$ cat config.mk
export PLATFORM = sky130hd
export DESIGN_NAME = tx_byte_tally
export DESIGN_NICKNAME = d
export VERILOG_FILES = /design/src/rtl/txbs_pkg.sv /design/src/rtl/txbs_control.sv /design/src/rtl/txbs_datapath.sv /design/src/rtl/tx_byte_tally.sv
export SDC_FILE = /design/constraint.sdc
export NUM_CORES = 1
export LEC_CHECK = 0
export ABC_AREA = 1
export BUFFER_PORTS_ARGS = -buffer_cell sky130_fd_sc_hd__buf_2
export CORE_ASPECT_RATIO = 1.4
export CORE_UTILIZATION = 56
export DETAILED_ROUTE_END_ITERATION = 12
export PLACE_DENSITY_LB_ADDON = 0.25
export RECOVER_POWER = 50
export REMOVE_ABC_BUFFERS = 1
export SYNTH_ARGS = -nofsm -noshare
export SYNTH_HDL_FRONTEND = slang
export SYNTH_HIERARCHICAL = 1
export SYNTH_SLANG_ARGS = --single-unit
$ cat constraint.sdc
create_clock -name clk -period 6.63 [get_ports clk]
set_clock_uncertainty 0.15 [all_clocks]
set_input_delay 1.326 -clock clk [delete_from_list [all_inputs] [get_ports clk]]
set_output_delay 1.326 -clock clk [all_outputs]
set_load 0.01 [all_outputs]
$ cat src/rtl/txbs_pkg.sv
package txbs_pkg;
  // Strobes from the control decoder to the datapath
  typedef struct packed {
    logic loadHost;   // load host write value into the total
    logic addFrame;   // add the capped frame increment to the total
    logic accAdd;     // add this cycle's back-pressure bytes to the accumulator
    logic accClear;   // force the accumulator to zero
    logic mergeBp;    // include this cycle's back-pressure bytes in the frame increment
    logic capture;    // copy the total into the read register
  } txbsCtrl_t;
endpackage

$ cat src/rtl/txbs_control.sv
module txbs_control
  import txbs_pkg::*;
(
  input  logic      fcEnable,
  input  logic      frameDone,
  input  logic      bpValid,
  input  logic      hostWrEn,
  input  logic      hostRdEn,
  output txbsCtrl_t ctrl
);
  logic bpLive;

  always_comb begin
    bpLive        = bpValid & fcEnable;
    ctrl          = '0;
    ctrl.capture  = hostRdEn;
    // A host write takes priority over a frame increment
    ctrl.loadHost = hostWrEn;
    ctrl.addFrame = frameDone & ~hostWrEn;
    // Back-pressure bytes ride on the frame completing in the same cycle
    ctrl.mergeBp  = frameDone & bpLive;
    // Otherwise they are banked for the next frame
    ctrl.accAdd   = bpLive & ~frameDone;
    // The bank empties when consumed by a frame or when the mode is off
    ctrl.accClear = frameDone | ~fcEnable;
  end
endmodule

$ cat src/rtl/txbs_datapath.sv
module txbs_datapath
  import txbs_pkg::*;
#(
  parameter int CNT_W = 32,
  parameter int INC_W = 16,
  parameter int FRM_W = 16,
  parameter int BP_W  = 8
) (
  input  logic             clk,
  input  logic             rstN,
  input  txbsCtrl_t        ctrl,
  input  logic [FRM_W-1:0] frameBytes,
  input  logic [BP_W-1:0]  bpBytes,
  input  logic [CNT_W-1:0] hostWrData,
  output logic [CNT_W-1:0] totalOut,
  output logic [CNT_W-1:0] hostRdData,
  output logic [INC_W-1:0] accVal
);
  localparam int WIDE_W = ((FRM_W > INC_W) ? FRM_W : INC_W) + 2;
  localparam logic [INC_W-1:0] CAP = {INC_W{1'b1}};

  logic [CNT_W-1:0] total;
  logic [CNT_W-1:0] rdReg;
  logic [INC_W-1:0] acc;
  logic [INC_W:0]   accSum;
  logic [INC_W-1:0] accNext;
  logic [WIDE_W-1:0] frameSum;
  logic [INC_W-1:0] inc;
  logic [CNT_W-1:0] totalNext;

  // Accumulator path: saturating add of back-pressure bytes
  always_comb begin
    accSum = {1'b0, acc} + {{(INC_W+1-BP_W){1'b0}}, bpBytes};
    if (ctrl.accClear)      accNext = '0;
    else if (ctrl.accAdd)   accNext = accSum[INC_W] ? CAP : accSum[INC_W-1:0];
    else                    accNext = acc;
  end

  // Increment path: frame bytes + banked bytes + same-cycle bytes, then cap
  always_comb begin
    frameSum = WIDE_W'(frameBytes) + WIDE_W'(acc)
             + (ctrl.mergeBp ? WIDE_W'(bpBytes) : WIDE_W'(0));
    if (frameSum > WIDE_W'(CAP)) inc = CAP;
    else                         inc = frameSum[INC_W-1:0];
  end

  always_comb begin
    if (ctrl.loadHost)      totalNext = hostWrData;
    else if (ctrl.addFrame) totalNext = total + CNT_W'(inc);
    else                    totalNext = total;
  end

  always_ff @(posedge clk) begin
    if (!rstN) begin
      total <= '0;
      rdReg <= '0;
      acc   <= '0;
    end else begin
      total <= totalNext;
      acc   <= accNext;
      if (ctrl.capture) rdReg <= total;
    end
  end

  assign totalOut   = total;
  assign hostRdData = rdReg;
  assign accVal     = acc;
endmodule

$ cat src/rtl/tx_byte_tally.sv
module tx_byte_tally
  import txbs_pkg::*;
#(
  parameter int CNT_W = 32,
  parameter int INC_W = 16,
  parameter int FRM_W = 16,
  parameter int BP_W  = 8
) (
  input  logic             clk,
  input  logic             rstN,
  input  logic             fcEnable,
  input  logic             frameDone,
  input  logic [FRM_W-1:0] frameBytes,
  input  logic             bpValid,
  input  logic [BP_W-1:0]  bpBytes,
  input  logic             hostWrEn,
  input  logic [CNT_W-1:0] hostWrData,
  input  logic             hostRdEn,
  output logic [CNT_W-1:0] hostRdData,
  output logic [CNT_W-1:0] totalOut
);
  txbsCtrl_t        ctrl;
  logic [INC_W-1:0] accVal;

  txbs_control ctl_i (
    .fcEnable (fcEnable),
    .frameDone(frameDone),
    .bpValid  (bpValid),
    .hostWrEn (hostWrEn),
    .hostRdEn (hostRdEn),
    .ctrl     (ctrl)
  );

  txbs_datapath #(
    .CNT_W(CNT_W), .INC_W(INC_W), .FRM_W(FRM_W), .BP_W(BP_W)
  ) dp_i (
    .clk       (clk),
    .rstN      (rstN),
    .ctrl      (ctrl),
    .frameBytes(frameBytes),
    .bpBytes   (bpBytes),
    .hostWrData(hostWrData),
    .totalOut  (totalOut),
    .hostRdData(hostRdData),
    .accVal    (accVal)
  );
endmodule

# Word level (Yosys, flattened, before mapping)
# Cells that the tools add are included.
# W data, S select, Z words.
dict set report classes {
  magnitude_cmp 1
  bitwise 9
  reduce_logical 2
  mux 5
  add_sub_neg 4
}
# cell n
set ops {}
lappend ops {{$mux W32} 2}
lappend ops {{$add A32 B16 Y32} 1}
lappend ops {{$mux W16} 2}
lappend ops {{$add A18 B18 Y18} 1}
lappend ops {{$gt A18 B16 Y1 const B} 1}
lappend ops {{$add A16 B16 Y17} 1}
lappend ops {{$add A16 B8 Y17} 1}
lappend ops {{$mux W8} 1}
lappend ops {{$and A1 B1 Y1} 4}
lappend ops {{$not A1 Y1} 4}
lappend ops {{$reduce_bool A2 Y1} 1}
lappend ops {{$reduce_or A2 Y1} 1}
lappend ops {{$or A1 B1 Y1} 1}
dict set report totals {
  regBits 80
  inputBits 63
  output_inout_bits 64
}

# Depth between registers and ports, before layout
dict set report depth {
  ltp_word 9
  ltp_mapped 31
  ltp_nobuf 29
}

# By module
# The synthesis kept the hierarchy.
# mod n_inst seq_area_each_um2 cells_per_inst area_each_um2
set modules_own_cells {}
lappend modules_own_cells {txbs_datapath 1 1601.5 941 6204.7}
lappend modules_own_cells {txbs_control 1 0.0 8 37.5}

# Worst setup path after synthesis
# Ideal clock, no wire load.
dict set report synth_path {
  path_type {input-to-reg}
  startpoint {input frameDone}
  endpoint {register dp_i.total[24], in the netlist dp_i/totalOut[24]}
  slack_ns 1.371
  setup_ns 0.134
  arrival_time_ns 4.975
  path_stages 28
  required_ns 6.346
  cell_sequence {inv_1 > nor2_1 > clkbuf_1 > nand2_1 > fa_1 > inv_1 > ha_1 > inv_1 > fa_1 > o31ai_2 > nand3_1 > nand3_1 > nand2_1 > nand3_2 > or2_2 > ha_1 > inv_1 > fa_1 > inv_1 > nand3_1 > nand3_1 > nand2_1 > nand2_1 > nand2_1 > nand2_1 > nand3_1 > nand3_1 > a21oi_1}
}
# item line
set synth_lines {}
lappend synth_lines {{start: declaration} tx_byte_tally.sv:12} ;# input logic frameDone,
lappend synth_lines {{end signal: assignment} txbs_datapath.sv:59} ;# total <= totalNext;
lappend synth_lines {{end: declaration} txbs_datapath.sv:22} ;# logic [CNT_W-1:0] total;

==> flow_metrics.tcl <==
set metrics [dict create \
    root_buffer "clkbuf_16" \
    io_buffers 126 \
    total_leakage_power_nw 3.54 \
    synth_cell_type_count 41 \
    syn_avg_cell_area_sq_um 6.58 \
    finalWeightedCongestion 0.961 \
    postRouteAntennaNets 0 \
    synth-seq-cells 80 \
    multi_input_area_sq_um 4050 \
    die_area_sq_um 11600 \
    synthToLayoutAreaGrowth_pct 14.9 \
    fmax_mhz 178 \
    worst_path_max_delay_cell "fa_1" \
    synth_cells 949 \
    layout_common_cells "nand2_1, inv_1, nor2_1, dfxtp_1, a21oi_1" \
    first_pass_iters 6 \
    final-seq-area_sq_um 1600 \
    slew_headroom_pct -15.5 \
    viasPerCell 5.47 \
    ctsResizeCount 0 \
    tritoncts "yes" \
    grt_max_degree 48 \
    end_kind "flop" \
    core_sq_um 10900 \
    routed_wl_um 17000 \
    core.rowCount 45 \
    drc 0 \
    fin_crit_ns 5.61 \
    crit_arrival_ns 5.73 \
    dp.cells 1191 \
    wire_per_inst_um 14.1 \
    fin_hold_ws_ns 0.349 \
    fillers 1078 \
    crit_top_cell "nand2_1" \
    period_share_pct 84.7 \
    insertion_delay_ns 0.34 \
    tightest_slew_ns 1.73 \
    die_h_um 127 \
    max_stage_delay_ns 0.44 \
    final_common_cell "nand2_1" \
    finalHoldViolCount 0 \
    cp.required_ns 6.75 \
    ioPinCount 127 \
    stdcell_count 1206 \
    final_nets 1182 \
    overflow 0 \
    slew_viol_final 48 \
    antenna_cells 0 \
    path_class "primary input to flop" \
    fin_setup_tns_ns 0 \
    outcome "finished, violations left" \
    ctsHtreeMaxLevel 3 \
    critical_path.startpoint_type "primary input" \
    initial_utilization_pct 57.4 \
    violations "max-capacitance violations, max-slew violations" \
    cts_buffers 9 \
    finalSetupViolCount 0 \
    antenna_found_initial 0 \
    synth_seq_area_share_pct 25.7 \
    clkSlewWorstSetupHoldPaths_ns 0.06 \
    grt_pass1_wl_um 28400 \
    hold_class "flop to flop" \
    dp.final_hpwl_um 13200 \
    die_w_um 91.2 \
    final_layout_size_suffix_gt1_share_pct 11.7 \
    crit_path_max_fanout 8 \
    grt_util_all_layers_pct 30.3 \
    powerDensity_nw_per_um2 194 \
    cts_setup_buffers 0 \
    drt_iter0_drc 389 \
    rsz0062_at_grt "false" \
    synthesis.area_sq_um 6240 \
    ir_worst_vdd_v 0.000134 \
    grt_pass1_vias 6386 \
    hold_buffers 0 \
    cts.sinks 80 \
    ys_warn_count 6 \
    vias 6601 \
    maxCapViolations 1 \
    clock_path_buffers 2 \
]
## area by class of cell
type	count	share of cell area [%]
multi-input combinational	725	56.5
sequential	80	22.3
timing repair buffer	130	8.18
inverter	115	6.02
clock buffer	10	3.33
tap	141	2.46
clock inverter	5	1.13
## worst max-delay path, delay by kind of cell
kind	cells	cell delay, ns
and+or+nand+nor	16	1.87
adders and majority gates	5	1.58
buffers and inverters	6	0.49
AOI/OAI and AO/OA	2	0.48
## synthesized netlist by cell type, drive strengths merged
cell type / instances / area share, %
xnor2: 9 / 1.3
o21a: 1 / 0.12
clkinv: 1 / 0.060
ha: 47 / 9.4
nor3: 12 / 1.4
nor4: 2 / 0.20
o21bai: 2 / 0.24
nand3b: 5 / 0.66
buf: 6 / 0.86
o221a: 1 / 0.18
nand4: 9 / 0.90
o31ai: 1 / 0.20
dlymetal6s2s: 1 / 0.20
dfxtp: 80 / 26
o21ai: 57 / 4.7
a21o: 4 / 0.48
fa: 11 / 3.5
inv: 114 / 6.9
nor2: 105 / 6.7
a21oi: 73 / 6.0
or2: 4 / 0.40
nand3: 72 / 6.3
nand2: 256 / 16
clkbuf: 22 / 1.5
xor2: 15 / 2.1
o211ai: 1 / 0.12
a31oi: 16 / 1.6
a22oi: 22 / 2.6
## cells by family (layout without fill, tap and decap cells)
group,count (synthesis),after routing,synth area share (%)
AOI/OAI and AO/OA,178,178,16.3
buffers and inverters,144,260,9.46
DFF,80,80,25.7
adders and majority gates,58,58,12.9
xor gates and xnor gates,24,24,3.37
and+or+nand+nor,465,465,32.3
## sequential cells by signal, indices dropped and copies added, names as in the netlist
signal,cells
dp_i/hostRdData,32
dp_i/totalOut,32
dp_i/accVal,16
## stage by stage
step | power [mW] | util, % | setup WS (ns) | area [sq um]
4_1_cts | 1.40 | 66.7 | 1.03 | 7240
3_5_place_dp | 0.860 | 63.7 | 0.694 | 6920
5_1_grt | 1.45 | 66.0 | 0.560 | 7170
3_3_place_gp | 0.856 | 63.7 | 0.823 | 6920
6_report | 1.39 | 66.0 | 1.02 | 7170
2_1_floorplan | 0.745 | - | 1.33 | 6080
## where the power goes
group          switching [mW]  leakage (nW)  total, mW  internal, mW
sequential             0.0258         0.658      0.533         0.507
clock                   0.202         0.155      0.540         0.338
combinational           0.202          2.73      0.315         0.113
total                   0.430          3.54       1.39         0.958
## path summary, 6_finish.rpt
path,endpoint,start,cells past startpoint,slack [ns]
max,dp_i/totalOut[24],frameDone,29,1.02
min,dp_i/hostRdData[18],dp_i/hostRdData[18],2,0.35
max reg2reg,dp_i/totalOut[24],dp_i/accVal[1],26,2.23
min reg2reg,dp_i/hostRdData[18],dp_i/hostRdData[18],2,0.35
## routing by layer
metal | routed length [um] | part of all wire, % | track usage, % | up-vias
li1 | - | - | - | 3347
met4 | 651 | 3.8 | 15.0 | 0
met3 | 661 | 3.9 | 3.90 | 54
met1 | 6650 | 39 | 31.4 | 2997
met2 | 9040 | 53 | 58.8 | 203
met5 | 0 | 0 | 0 | -
No activity file was read; power rests on OpenSTA's default activity.
